File: src/rtl/can_rrq_pkg.sv
package can_rrq_pkg;
  localparam int unsigned MAP_RRQ = 0;
  localparam int unsigned MAP_DRX = 1;
  localparam int unsigned MAP_OVW = 2;
  localparam int unsigned NUM_MAPS = 3;

  function automatic int unsigned word_addr(input int unsigned map_id,
                                            input int unsigned half,
                                            input int unsigned halves);
    return map_id * halves + half;
  endfunction
endpackage

File: src/rtl/can_rrq_evt_dec.sv
module can_rrq_evt_dec #(
  parameter int unsigned NUM_MB = 32,
  parameter int unsigned IDX_W  = 5
) (
  input  logic              frm_stored,
  input  logic [IDX_W-1:0]  frm_mb,
  input  logic              frm_is_remote,
  input  logic [NUM_MB-1:0] cfg_rmt_accept,
  input  logic [NUM_MB-1:0] rrq_q,
  input  logic [NUM_MB-1:0] drx_q,
  output logic [NUM_MB-1:0] set_rrq,
  output logic [NUM_MB-1:0] set_drx,
  output logic [NUM_MB-1:0] set_ovw
);
  for (genvar i = 0; i < NUM_MB; i++) begin : g_mb
    logic hit;
    logic take;
    logic unread;
    always_comb begin
      hit    = frm_stored && (frm_mb == IDX_W'(i));
      take   = hit && (!frm_is_remote || cfg_rmt_accept[i]);
      unread = rrq_q[i] || drx_q[i];
      set_rrq[i] = take && (frm_is_remote || rrq_q[i]);
      set_drx[i] = take && (!frm_is_remote || drx_q[i]);
      set_ovw[i] = take && unread;
    end
  end
endmodule

File: src/rtl/can_rrq_pend_bank.sv
module can_rrq_pend_bank #(
  parameter int unsigned WIDTH = 32
) (
  input  logic             clk,
  input  logic             rst_n,
  input  logic [WIDTH-1:0] set_vec,
  input  logic [WIDTH-1:0] clr_vec,
  output logic [WIDTH-1:0] pend_q
);
  logic [WIDTH-1:0] pend_d;
  logic [WIDTH-1:0] pend_en;

  for (genvar b = 0; b < WIDTH; b++) begin : g_bit
    always_comb begin
      pend_en[b] = set_vec[b] || clr_vec[b];
      pend_d[b]  = set_vec[b];
    end

    always_ff @(posedge clk or negedge rst_n) begin
      if (!rst_n) begin
        pend_q[b] <= 1'b0;
      end else if (pend_en[b]) begin
        pend_q[b] <= pend_d[b];
      end
    end
  end
endmodule

File: src/rtl/can_rrq_regif.sv
module can_rrq_regif
  import can_rrq_pkg::*;
#(
  parameter int unsigned NUM_MB = 32,
  parameter int unsigned REG_W  = 16,
  parameter int unsigned ADDR_W = 3
) (
  input  logic [ADDR_W-1:0] reg_addr,
  input  logic              reg_we,
  input  logic [REG_W-1:0]  reg_wdata,
  input  logic [NUM_MB-1:0] rrq_q,
  input  logic [NUM_MB-1:0] drx_q,
  input  logic [NUM_MB-1:0] ovw_q,
  input  logic              sum_q,
  output logic [NUM_MB-1:0] clr_rrq,
  output logic [NUM_MB-1:0] clr_drx,
  output logic [NUM_MB-1:0] clr_ovw,
  output logic              clr_sum,
  output logic [REG_W-1:0]  reg_rdata
);
  localparam int unsigned HALVES   = NUM_MB / REG_W;
  localparam int unsigned N_WORDS  = NUM_MAPS * HALVES + 1;
  localparam int unsigned SUM_ADDR = NUM_MAPS * HALVES;

  logic [REG_W-1:0] rd_part [N_WORDS];

  for (genvar m = 0; m < NUM_MAPS; m++) begin : g_map
    for (genvar h = 0; h < HALVES; h++) begin : g_half
      localparam logic [ADDR_W-1:0] WADDR = ADDR_W'(word_addr(m, h, HALVES));
      logic             sel;
      logic [REG_W-1:0] clr_w;
      logic [REG_W-1:0] cur_w;
      always_comb begin
        sel   = (reg_addr == WADDR);
        clr_w = (sel && reg_we) ? reg_wdata : '0;
      end
      if (m == MAP_RRQ) begin : g_rrq
        assign clr_rrq[h*REG_W +: REG_W] = clr_w;
        assign cur_w = rrq_q[h*REG_W +: REG_W];
      end else if (m == MAP_DRX) begin : g_drx
        assign clr_drx[h*REG_W +: REG_W] = clr_w;
        assign cur_w = drx_q[h*REG_W +: REG_W];
      end else begin : g_ovw
        assign clr_ovw[h*REG_W +: REG_W] = clr_w;
        assign cur_w = ovw_q[h*REG_W +: REG_W];
      end
      assign rd_part[m*HALVES + h] = sel ? cur_w : '0;
    end
  end

  logic sum_sel;
  always_comb begin
    sum_sel = (reg_addr == ADDR_W'(SUM_ADDR));
    clr_sum = sum_sel && reg_we && reg_wdata[0];
    rd_part[SUM_ADDR] = sum_sel ? {{(REG_W-1){1'b0}}, sum_q} : '0;
  end

  always_comb begin
    reg_rdata = '0;
    for (int w = 0; w < N_WORDS; w++) begin
      reg_rdata = reg_rdata | rd_part[w];
    end
  end
endmodule

File: src/rtl/can_rrq_summary.sv
module can_rrq_summary #(
  parameter int unsigned NUM_MB = 32
) (
  input  logic              clk,
  input  logic              rst_n,
  input  logic [NUM_MB-1:0] set_rrq,
  input  logic [NUM_MB-1:0] rrq_q,
  input  logic [NUM_MB-1:0] cfg_irq_mask,
  input  logic              clr_sum,
  input  logic              glb_rrq_mask,
  output logic              sum_q,
  output logic              rrq_irq
);
  logic evt_unmasked;
  logic lvl_unmasked;
  logic sum_d;
  logic sum_en;

  always_comb begin
    evt_unmasked = |(set_rrq & ~cfg_irq_mask);
    lvl_unmasked = |(rrq_q & ~cfg_irq_mask);
    sum_d  = (sum_q && !clr_sum) || evt_unmasked || (lvl_unmasked && !clr_sum);
    sum_en = clr_sum || evt_unmasked || lvl_unmasked;
  end

  always_ff @(posedge clk or negedge rst_n) begin
    if (!rst_n) begin
      sum_q <= 1'b0;
    end else if (sum_en) begin
      sum_q <= sum_d;
    end
  end

  assign rrq_irq = sum_q && !glb_rrq_mask;
endmodule

File: src/rtl/can_rrq_flags.sv
module can_rrq_flags
  import can_rrq_pkg::*;
#(
  parameter int unsigned NUM_MB = 32,
  parameter int unsigned REG_W  = 16,
  parameter int unsigned ADDR_W = 3,
  parameter int unsigned IDX_W  = $clog2(NUM_MB)
) (
  input  logic              clk,
  input  logic              rst_n,
  input  logic              frm_stored,
  input  logic [IDX_W-1:0]  frm_mb,
  input  logic              frm_is_remote,
  input  logic [NUM_MB-1:0] cfg_rmt_accept,
  input  logic [NUM_MB-1:0] cfg_irq_mask,
  input  logic              glb_rrq_mask,
  input  logic [ADDR_W-1:0] reg_addr,
  input  logic              reg_we,
  input  logic [REG_W-1:0]  reg_wdata,
  output logic [REG_W-1:0]  reg_rdata,
  output logic              rrq_irq
);
  logic [1:0] rst_pipe;
  logic       rst_sync_n;

  always_ff @(posedge clk or negedge rst_n) begin
    if (!rst_n) begin
      rst_pipe <= 2'b00;
    end else begin
      rst_pipe <= {rst_pipe[0], 1'b1};
    end
  end
  assign rst_sync_n = rst_pipe[1];

  logic [NUM_MB-1:0] rrq_map, drx_map, ovw_map;
  logic [NUM_MB-1:0] set_rrq, set_drx, set_ovw;
  logic [NUM_MB-1:0] clr_rrq, clr_drx, clr_ovw;
  logic              clr_sum;
  logic              sum_flag;

  can_rrq_evt_dec #(.NUM_MB(NUM_MB), .IDX_W(IDX_W)) u_dec (
    .frm_stored    (frm_stored),
    .frm_mb        (frm_mb),
    .frm_is_remote (frm_is_remote),
    .cfg_rmt_accept(cfg_rmt_accept),
    .rrq_q         (rrq_map),
    .drx_q         (drx_map),
    .set_rrq       (set_rrq),
    .set_drx       (set_drx),
    .set_ovw       (set_ovw)
  );

  can_rrq_pend_bank #(.WIDTH(NUM_MB)) u_rrq_bank (
    .clk(clk), .rst_n(rst_sync_n), .set_vec(set_rrq), .clr_vec(clr_rrq), .pend_q(rrq_map)
  );
  can_rrq_pend_bank #(.WIDTH(NUM_MB)) u_drx_bank (
    .clk(clk), .rst_n(rst_sync_n), .set_vec(set_drx), .clr_vec(clr_drx), .pend_q(drx_map)
  );
  can_rrq_pend_bank #(.WIDTH(NUM_MB)) u_ovw_bank (
    .clk(clk), .rst_n(rst_sync_n), .set_vec(set_ovw), .clr_vec(clr_ovw), .pend_q(ovw_map)
  );

  can_rrq_regif #(.NUM_MB(NUM_MB), .REG_W(REG_W), .ADDR_W(ADDR_W)) u_regif (
    .reg_addr (reg_addr),
    .reg_we   (reg_we),
    .reg_wdata(reg_wdata),
    .rrq_q    (rrq_map),
    .drx_q    (drx_map),
    .ovw_q    (ovw_map),
    .sum_q    (sum_flag),
    .clr_rrq  (clr_rrq),
    .clr_drx  (clr_drx),
    .clr_ovw  (clr_ovw),
    .clr_sum  (clr_sum),
    .reg_rdata(reg_rdata)
  );

  can_rrq_summary #(.NUM_MB(NUM_MB)) u_sum (
    .clk         (clk),
    .rst_n       (rst_sync_n),
    .set_rrq     (set_rrq),
    .rrq_q       (rrq_map),
    .cfg_irq_mask(cfg_irq_mask),
    .clr_sum     (clr_sum),
    .glb_rrq_mask(glb_rrq_mask),
    .sum_q       (sum_flag),
    .rrq_irq     (rrq_irq)
  );
endmodule

File: config.mk
export PLATFORM = sky130hd
export DESIGN_NAME = can_rrq_flags
export DESIGN_NICKNAME = d
export VERILOG_FILES = /design/src/rtl/can_rrq_pkg.sv /design/src/rtl/can_rrq_evt_dec.sv /design/src/rtl/can_rrq_pend_bank.sv /design/src/rtl/can_rrq_regif.sv /design/src/rtl/can_rrq_summary.sv /design/src/rtl/can_rrq_flags.sv
export SDC_FILE = /design/constraint.sdc
export NUM_CORES = 1
export LEC_CHECK = 0
export ABC_CLOCK_PERIOD_IN_PS = 3200
export BUFFER_PORTS_ARGS = -buffer_cell sky130_fd_sc_hd__buf_4
export CAP_MARGIN = 20
export CORE_UTILIZATION = 42
export DETAILED_ROUTE_END_ITERATION = 7
export PLACE_DENSITY = 0.68
export SLEW_MARGIN = 20
export SYNTH_ARGS = -nofsm -noshare
export SYNTH_HDL_FRONTEND = slang
export SYNTH_SLANG_ARGS = --single-unit
export TNS_END_PERCENT = 5
File: constraint.sdc
create_clock -name clk -period 3.2 [get_ports clk]
set_clock_uncertainty 0.15 [all_clocks]
set_input_delay 0.32 -clock clk [delete_from_list [all_inputs] [get_ports clk]]
set_output_delay 0.32 -clock clk [all_outputs]
set_load 0.05 [all_outputs]
# Word-level counts from Yosys, hierarchy flattened
# Index checks and enable logic that the tools add are counted.
dict set report totals {
  memories 0
  regBits 99
  wordCells 563
  mem_bits_rw 0
  latch_bits 0
  out_inout_bits 17
  mem_bits_ro 0
  in_bits 94
}
dict set report classes {
  shifts 0
  muxes 13
  div 0
  n_reduce_logical 406
  n_lt_le_gt_ge 0
  multipliers 0
  eq_ne 37
  add_sub_neg 0
  n_bitwise 9
}
# operator count
set op_table {}
lappend op_table {{1-bit logical OR} 228}
lappend op_table {{16-bit 2-to-1 mux} 12}
lappend op_table {{1-bit logical AND} 171}
lappend op_table {{16-bit bitwise OR} 6}
lappend op_table {{5-bit equality test, second input constant} 16}
lappend op_table {{32-bit AND} 2}
lappend op_table {{32-bit OR reduction} 2}
lappend op_table {{5-bit by 4-bit equality test with 1-bit output, second input constant} 8}
lappend op_table {{32-bit NOT} 1}
lappend op_table {{5-bit by 3-bit equality test with 1-bit output, second input constant} 4}
lappend op_table {{5-bit by 2-bit equality test with 1-bit output, second input constant} 2}
lappend op_table {{3-bit equality test, second input constant} 3}
lappend op_table {{3-bit by 2-bit equality test with 1-bit output, second input constant} 2}
lappend op_table {{5-bit by 1-bit equality test with 1-bit output, second input constant} 1}
lappend op_table {{5-bit zero test} 1}
lappend op_table {{3-bit by 1-bit equality test with 1-bit output, second input constant} 1}
lappend op_table {{1-bit zero test} 3}
lappend op_table {{3-bit zero test} 1}
lappend op_table {{1-bit 2-to-1 mux} 1}

# Logic depth before layout (Yosys ltp)
# Gate-level depths: netlist (run 1).
dict set report logic_depth {
  word_depth 8
  depth_mapped 9
  ltp_nobuf 6
}

# Modules after synthesis
# From an unflattened synthesis (run 1), not the netlist that was laid out.
dict set report unflattened {
  hier_cells 863
  hier_area_um2 7277.0
}
# module seq_area_each_um2 area_per_inst_um2 instances cells_per_inst
set by_module_without_submodules {}
lappend by_module_without_submodules {can_rrq_pend_bank 800.8 1161.1 3 96}
lappend by_module_without_submodules {can_rrq_evt_dec 0.0 1632.8 1 264}
lappend by_module_without_submodules {can_rrq_regif 0.0 1530.2 1 222}
lappend by_module_without_submodules {can_rrq_summary 25.0 576.8 1 86}
lappend by_module_without_submodules {can_rrq_flags 50.0 53.8 1 3}

# Worst setup path after synthesis (run 1)
# OpenSTA, ideal clock, no wires.
dict set report synth_path {
  path_type {input -> output}
  startpoint {input port reg_addr[0]}
  endpoint {output port reg_rdata[5]}
  t_arrival_ns 2.164
  t_required_ns 2.730
  setup_slack_ns 0.566
  path_buffers 3
  stages 5
  cell_sequence {clkbuf_1 > buf_2 > buf_1 > a31oi_1 > o221ai_1}
}
dict set report synth_via {
  elab_chain_cells 8
  word_cells_on_any_way 18
  cone_classes {eq/ne (5); mux (6); bitwise (6); reduce/logical (1)}
}
# item line
set synth_lines {}
lappend synth_lines {{start, declared} can_rrq_flags.sv:17} ;# input logic [ADDR_W-1:0] reg_addr,
lappend synth_lines {{3-bit by 1-bit equality test with 1-bit output or 3-bit zero test (tied branches)} can_rrq_regif.sv:34} ;# sel = (reg_addr == WADDR);
lappend synth_lines {{16-bit 2-to-1 mux} can_rrq_regif.sv:47} ;# assign rd_part[m*HALVES + h] = sel ? cur_w : '0;
lappend synth_lines {{16-bit bitwise OR (4 in series)} can_rrq_regif.sv:61} ;# reg_rdata = reg_rdata | rd_part[w];
lappend synth_lines {{16-bit bitwise OR (*) (2 in series)} can_rrq_regif.sv:61}
lappend synth_lines {{end, declared} can_rrq_flags.sv:20} ;# output logic [REG_W-1:0] reg_rdata,
# Every way passes the cells marked *; elsewhere a longest branch is shown, timed or not.

# Worst setup path after layout (run 1)
dict set report layout_path {
  startpoint {input port reg_addr[0]}
  endpoint {output port reg_rdata[0]}
}
dict set report layout_via {
  elab_chain_cells 8
  word_cells_on_any_way 20
  cone_classes {eq/ne (6); mux (7); bitwise (6); reduce/logical (1)}
}
# item line
set layout_lines {}
lappend layout_lines {{3-bit by 1-bit equality test with 1-bit output or 3-bit zero test (tied branches)} can_rrq_regif.sv:34}
lappend layout_lines {{16-bit 2-to-1 mux} can_rrq_regif.sv:47}
lappend layout_lines {{16-bit bitwise OR (5 in series)} can_rrq_regif.sv:61}
lappend layout_lines {{16-bit bitwise OR (*)} can_rrq_regif.sv:61}
# Marks and branches as above.

==> run_results.csv, run 1 <==
group,metric,value,unit
die,fp.dieW,122,µm
sta,setup_ws,0.875,ns
finish,drive_above_1_share,19.2,%
drt,drt.antenna.violating_nets,0,
setup_path,setup.worst_path.end,"reg_rdata[0]",
yosys,synth_enable_flop_cells,0,
drt,postRouteWirelength,22.9,mm
setup_path,critical_path_peak_fanout,45,
yosys,synth.top_cell.area_share,40.8,%
yosys,synth_seq_area_share,40.8,%
sta,final_hold_vios,0,
setup_path,worst_setup_path_end_kind,"primary output",
setup_path,crit_path_start_kind,"input pin",
sta,totalNegativeSetupSlack,0,ns
setup_path,cp-startpoint,"reg_addr[0]",
setup_path,r2r-end,"u_sum.sum_q",
pwr,power.density_cell_area,459,nW/µm²
die,floorplan.die.height,122,µm
global_route,grt_pass1_vias,5857,
yosys,post_synthesis_async_set_or_reset_flop_share,100,%
sta,tightest_slew,1.10,ns
die,die_area,14900,µm²
setup_path,cp_data_required_time,2.73,ns
drt,routed_via_count_divided_by_cell_count,6.32,
setup_path,r2r_setup_slack,1.35,ns
yosys,synth_seq_cells,99,
global_route,grt_start_max_net_pins,55,
die,start_util,43.4,%
global_route,grt_pass1_wl,34.3,mm
yosys,mappedNetlistArea,6070,µm²
clocking,cts_made_buffers,9,
die,core.rowCount,43,
place,detailed_place_hpwl,16.8,mm
sta,achievable-frequency,430,MHz
clocking,cts_htree_levels,3,
sta,whs,0.0316,ns
sta,slew_headroom,26.2,%
min_path,worst_hold_path_type,"in2reg",
setup_path,worstSetupPathType,"in2out",
yosys,most_used_standard_cells_in_the_synthesized_netlist,"125 x nand2_1, 99 x dfrtp_1, 63 x nor2_1",
clocking,clock_sink_count,99,
sta,finalCritPeriodShare,72.6,%
drt,drt_pass1_iterations,6,
yosys,syn_area_per_cell,8.07,µm²
sta,setup_viol_count_final,0,
sta,min_tclk_post_route,2.32,ns
drt,drt_iter0_drc,883,
yosys,synth_nets,846,
pwr,max-vdd-ir-drop,0.220,mV
pwr,leakage,3.12,nW
die,design.portCount,111,
finish,nets,952,
yosys,synthesis.instances,752,
yosys,synth-main-ff-cell,"dfrtp_1",
run,cap_violations,0,
global_route,grt_overflow_total,0,
clocking,worst_skew_pair.late_latency,0.36,ns
clocking,cts_tree,"built",
outcome,status,"finished, final reports clean",
global_route,groute.usage.overall,31.5,%
drt,detail_route.wl_per_cell,22.0,µm
die,core_area,14000,µm²
place,placement.setup.worst_slack,0.614,ns
setup_path,ff2ff_path_depth,6,
clocking,post_cts_buffers,0,
clocking,ctsLongestPathBuffers,2,
clocking,cts.reportedPaths.clkPinSlew,0.07,ns
place,gp_congestion,0.999,
drt,via_count,6600,
finish,area_growth,22.7,%
sta,rsz_0062_raised_after_global_routing,"no",
setup_path,worst-endpoint-arrival,1.85,ns
place,buffer_ports.inserted,110,
drt,remaining_drc_errors,0,
yosys,yosysWarningCount,0,
setup_path,r2r-start,"u_rrq_bank.pend_q[23]",
yosys,synth.lib_cells_used.distinct,51,
sta,timing_max_transition_violations_final,0,
yosys,synth_top_cell_by_area,"dfrtp_1",
yosys,synthMostInstantiatedCell,"nand2_1",
global_route,grt_antenna_before_repair,0,
yosys,ys_top_cells_by_area,"dfrtp_1 41%, nand2_1 7.7%, mux2i_1 6.8%",
clocking,ctsRootBufferMaster,"clkbuf_16",
## where the power goes
group	internal [mW]	switching, mW
clock network	0.524	0.501
registers	1.41	0.164
logic	0.329	0.499
## layout make-up
class	count	area, µm²
Multi-Input combinational cell	578	3300
Tap cell	180	225
Timing Repair Buffer	140	1070
Inverter	30	113
Sequential cell	99	2480
Antenna cell	1	2.50
Clock inverter	5	30.0
Fill cell	1389	6540
Clock buffer	11	233
## per-stage QoR
| step | utilization [%] | cells | cell area [µm²] | total power [mW] |
|---|---|---|---|---|
| 2_1_floorplan | - | 752 | 6070 | 2.05 |
| 3_3_place_gp | 51.3 | 1026 | 7180 | 2.39 |
| 3_5_place_dp | 51.3 | 1026 | 7180 | 2.40 |
| 4_1_cts | 53.2 | 1043 | 7450 | 3.41 |
| 5_1_grt | 53.2 | 1043 | 7450 | 3.57 |
| 6_report | 53.3 | 1044 | 7450 | 3.42 |
## state kept, by name, summed over array words and instances (netlist names)
name,flops
u_drx_bank.pend_q,32
u_ovw_bank.pend_q,32
u_rrq_bank.pend_q,32
rst_pipe,2
u_sum.sum_q,1
## metal layers
metal / share of wire, % / global-route usage [%] / vias up
met4: 3.8 / 17.1 / 0
met2: 45 / 46.6 / 393
met3: 8.6 / 3.86 / 57
met1: 42 / 44.6 / 3180
met5: 0 / 0 / -
li1: - / - / 2970
## critical path, stage by stage
cell	delay [ns]
buf_4	0.31
nor2b_1	0.48
nand2_1	0.09
and3_1	0.19
o22ai_1	0.19
buf_4	0.25
## layout by cell type, fill, tap and decap left out, types with 3 or more instances in the layout
cell	instances
buf_4	138
nor3_2	3
nand2b_1	14
o211ai_1	22
nor2b_1	10
mux2i_1	41
o22ai_1	17
nor2_1	63
nor3_1	15
nand2_1	125
mux2_2	5
inv_1	28
a31oi_1	50
o21ai_1	62
o21bai_1	3
or4_1	4
nand3_1	39
nand4_1	4
a22oi_1	9
o221ai_1	9
clkbuf_16	9
a211oi_1	9
a21oi_1	12
clkinv_2	3
nor4_1	8
dfrtp_1	98
o21ai_0	26
## kinds of logic (layout without fill, tap and decap cells)
| logic type | count (synthesis) | after routing | synth area share, % |
|---|---|---|---|
| buf+inv | 75 | 186 | 5.01 |
| compound gates | 235 | 235 | 24.3 |
| flops | 99 | 99 | 40.8 |
| mux | 47 | 47 | 7.87 |
| other cells | 1 | 2 | 0.0618 |
| simple gates | 295 | 295 | 22.0 |
## worst min-delay path by stage
stage	from	endpoint	slack (ns)	depth (start not counted)
after detailed placement	rst_n	rst_pipe[0]	-0.04	1
after global routing	reg_wdata[1]	u_drx_bank.pend_q[1]	0.03	2
after floorplan	rst_n	rst_pipe[0]	-0.13	0
final	reg_wdata[10]	u_drx_bank.pend_q[26]	0.03	2
after CTS	reg_wdata[10]	u_drx_bank.pend_q[26]	0.03	2
after global placement	rst_n	rst_pipe[0]	-0.05	1
## repair_timing
action,CTS,global route
hold buffers,1,0
hold endpoints to repair,2,0
resized for setup,0,0
No activity file was read; power rests on OpenSTA's default activity.
==> run 2: changes to the inputs <==
--- a/config.mk
+++ b/config.mk
@@ -5,7 +5,7 @@
 export SDC_FILE = /design/constraint.sdc
 export NUM_CORES = 1
 export LEC_CHECK = 0
-export ABC_CLOCK_PERIOD_IN_PS = 3200
+export ABC_CLOCK_PERIOD_IN_PS = 2100
 export BUFFER_PORTS_ARGS = -buffer_cell sky130_fd_sc_hd__buf_4
 export CAP_MARGIN = 20
 export CORE_UTILIZATION = 42
==> constraint.sdc (replaced) <==
create_clock -name clk -period 2.1 [get_ports clk]
set_clock_uncertainty 0.15 [all_clocks]
set_input_delay 0.21 -clock clk [delete_from_list [all_inputs] [get_ports clk]]
set_output_delay 0.21 -clock clk [all_outputs]
set_load 0.05 [all_outputs]
==> run_results.csv, run 2 (synthesis gave the netlist of run 1 again) <==
group,metric,value,unit
outcome,status,"finished, final reports clean",
clocking,ctsLongestPathBuffers,2,
clocking,cts_made_buffers,9,
setup_path,r2r_setup_slack,0.17,ns
clocking,cts_htree_levels,3,
pwr,leakage,3.50,nW
pwr,max-vdd-ir-drop,0.478,mV
finish,antennaDiodeCount,0,
setup_path,r2r-start,"u_rrq_bank.pend_q[23]",
global_route,grt_overflow_total,0,
sta,totalNegativeSetupSlack,0,ns
drt,postRouteWirelength,23.8,mm
finish,highest_count_cells_in_the_layout_ignoring_fill_and_taps,"184 x buf_4, 125 x nand2_1, 98 x dfrtp_1",
setup_path,ff2ff_path_depth,7,
place,buffer_ports.inserted,110,
clocking,cts.reportedPaths.clkPinSlew,0.07,ns
die,fp.dieW,122,µm
finish,final_common_cell,"buf_4",
place,detailed_place_hpwl,17.9,mm
place,gp_congestion,1.00,
clocking,ctsRootBufferMaster,"clkbuf_16",
die,start_util,43.4,%
sta,min_tclk_post_route,2.08,ns
die,floorplan.die.height,122,µm
pwr,finalPower,5.72,mW
sta,rsz_0062_raised_after_global_routing,"no",
drt,drt_iter0_drc,755,
finish,final_design_area_no_fill,8140,µm²
finish,layout_top_registers,"u_drx_bank.pend_q: 32 flops, u_ovw_bank.pend_q: 32 flops, u_rrq_bank.pend_q: 32 flops",
setup_path,worstSetupPathType,"reg2out",
sta,achievable-frequency,481,MHz
drt,via_count,6716,
min_path,worst_hold_path_type,"in2async",
sta,timing_max_transition_violations_final,0,
setup_path,cp_data_required_time,1.74,ns
die,core.rowCount,43,
drt,detail_route.wl_per_cell,21.5,µm
sta,slew_headroom,64.8,%
sta,setup_viol_count_final,0,
sta,tightest_slew,0.529,ns
global_route,grt_pass1_wl,36.3,mm
finish,drive_above_1_share,23.7,%
pwr,power.density_cell_area,702,nW/µm²
place,dp.cells,1076,
finish,area_growth,34.0,%
setup_path,worst_setup_path_end_kind,"primary output",
place,placed_area,7610,µm²
global_route,groute.usage.overall,32.9,%
global_route,grt_antenna_before_repair,0,
finish,fin_cells,1110,
drt,drt_pass1_iterations,6,
sta,final_hold_vios,0,
clocking,clock_sink_count,99,
setup_path,worst-endpoint-arrival,1.72,ns
run,cap_violations,0,
die,design.portCount,111,
drt,routed_via_count_divided_by_cell_count,6.05,
die,core_area,14000,µm²
finish,nets,1019,
clocking,worst_skew_pair.late_latency,0.36,ns
clocking,cts_tree,"built",
setup_path,critical_path_peak_fanout,2,
sta,finalCritPeriodShare,99.0,%
global_route,grt_pass1_vias,6414,
setup_path,crit_path_start_kind,"flop",
drt,drt.antenna.violating_nets,0,
setup_path,r2r-end,"u_sum.sum_q",
drt,remaining_drc_errors,0,
global_route,grt_start_max_net_pins,38,
die,die_area,14900,µm²
## run 2: changes by cell type in the layout (fill, tap and decap cells not counted), sizes merged
cell,before,now
bufinv,0,3
diode,1,0
clkbuf,11,9
dlygate4sd3,1,17
buf,139,190
clkinvlp,2,1
## run 2: repair_timing
action | in CTS | in global routing
endpoints found under the setup margin | 1 | 2
gates cloned | 0 | 0
setup buffers | 0 | 1
endpoints found under the hold margin | 30 | 0
pin swaps | 1 | 1
resized for setup | 0 | 3
hold buffers | 17 | 0
## run 2: cell type report
class / count / area [µm²]
Inverter: 30 / 113
Sequential cell: 99 / 2480
Tap cell: 180 / 225
Fill cell: 1314 / 5850
Multi-Input combinational cell: 578 / 3310
Clock buffer: 9 / 225
Clock inverter: 7 / 116
Timing Repair Buffer: 207 / 1670
## run 2: per-stage QoR
stage / setup WS (ns) / util (%) / hold WS, ns
after floorplan: -0.314 / - / -0.236
after global placement: 0.108 / 54.4 / -0.157
after detailed placement: 0.0729 / 54.4 / -0.155
after CTS: 0.0136 / 58.1 / 0.00118
after global routing: 0.0129 / 58.2 / 0.0223
final: 0.0217 / 58.2 / 0.0148
## run 2: how the worst max path moves through the flow
stage,from,end,slack [ns]
2_1_floorplan,reg_addr[0],reg_rdata[5],-0.31
3_3_place_gp,frm_mb[1],u_sum.sum_q,0.11
3_5_place_dp,frm_mb[1],u_sum.sum_q,0.07
4_1_cts,u_rrq_bank.pend_q[16],reg_rdata[0],0.01
5_1_grt,u_rrq_bank.pend_q[16],reg_rdata[0],0.01
6_report,u_rrq_bank.pend_q[16],reg_rdata[0],0.02
## run 2: layer usage
metal / part of all wire (%) / routed length [µm] / vias up / global-route usage (%)
met3: 8.6 / 2050 / 61 / 5.25
li1: - / - / 3104 / -
met1: 42 / 10000 / 3186 / 44.1
met4: 3.6 / 860 / 0 / 15.5
met2: 46 / 10900 / 365 / 51.9
met5: 0 / 0 / - / 0
## run 2: power by group
part	internal [mW]	switching, mW
registers	2.14	0.237
logic	0.588	0.793
clock network	1.16	0.793
total	3.89	1.82
## run 2: worst max-delay path, stage by stage (launching register included)
cell and delay (ns):
dfrtp_1 0.35, inv_1 0.07, buf_4 0.14, o21ai_1 0.18, a221oi_2 0.08, o22ai_1 0.28, buf_4 0.26
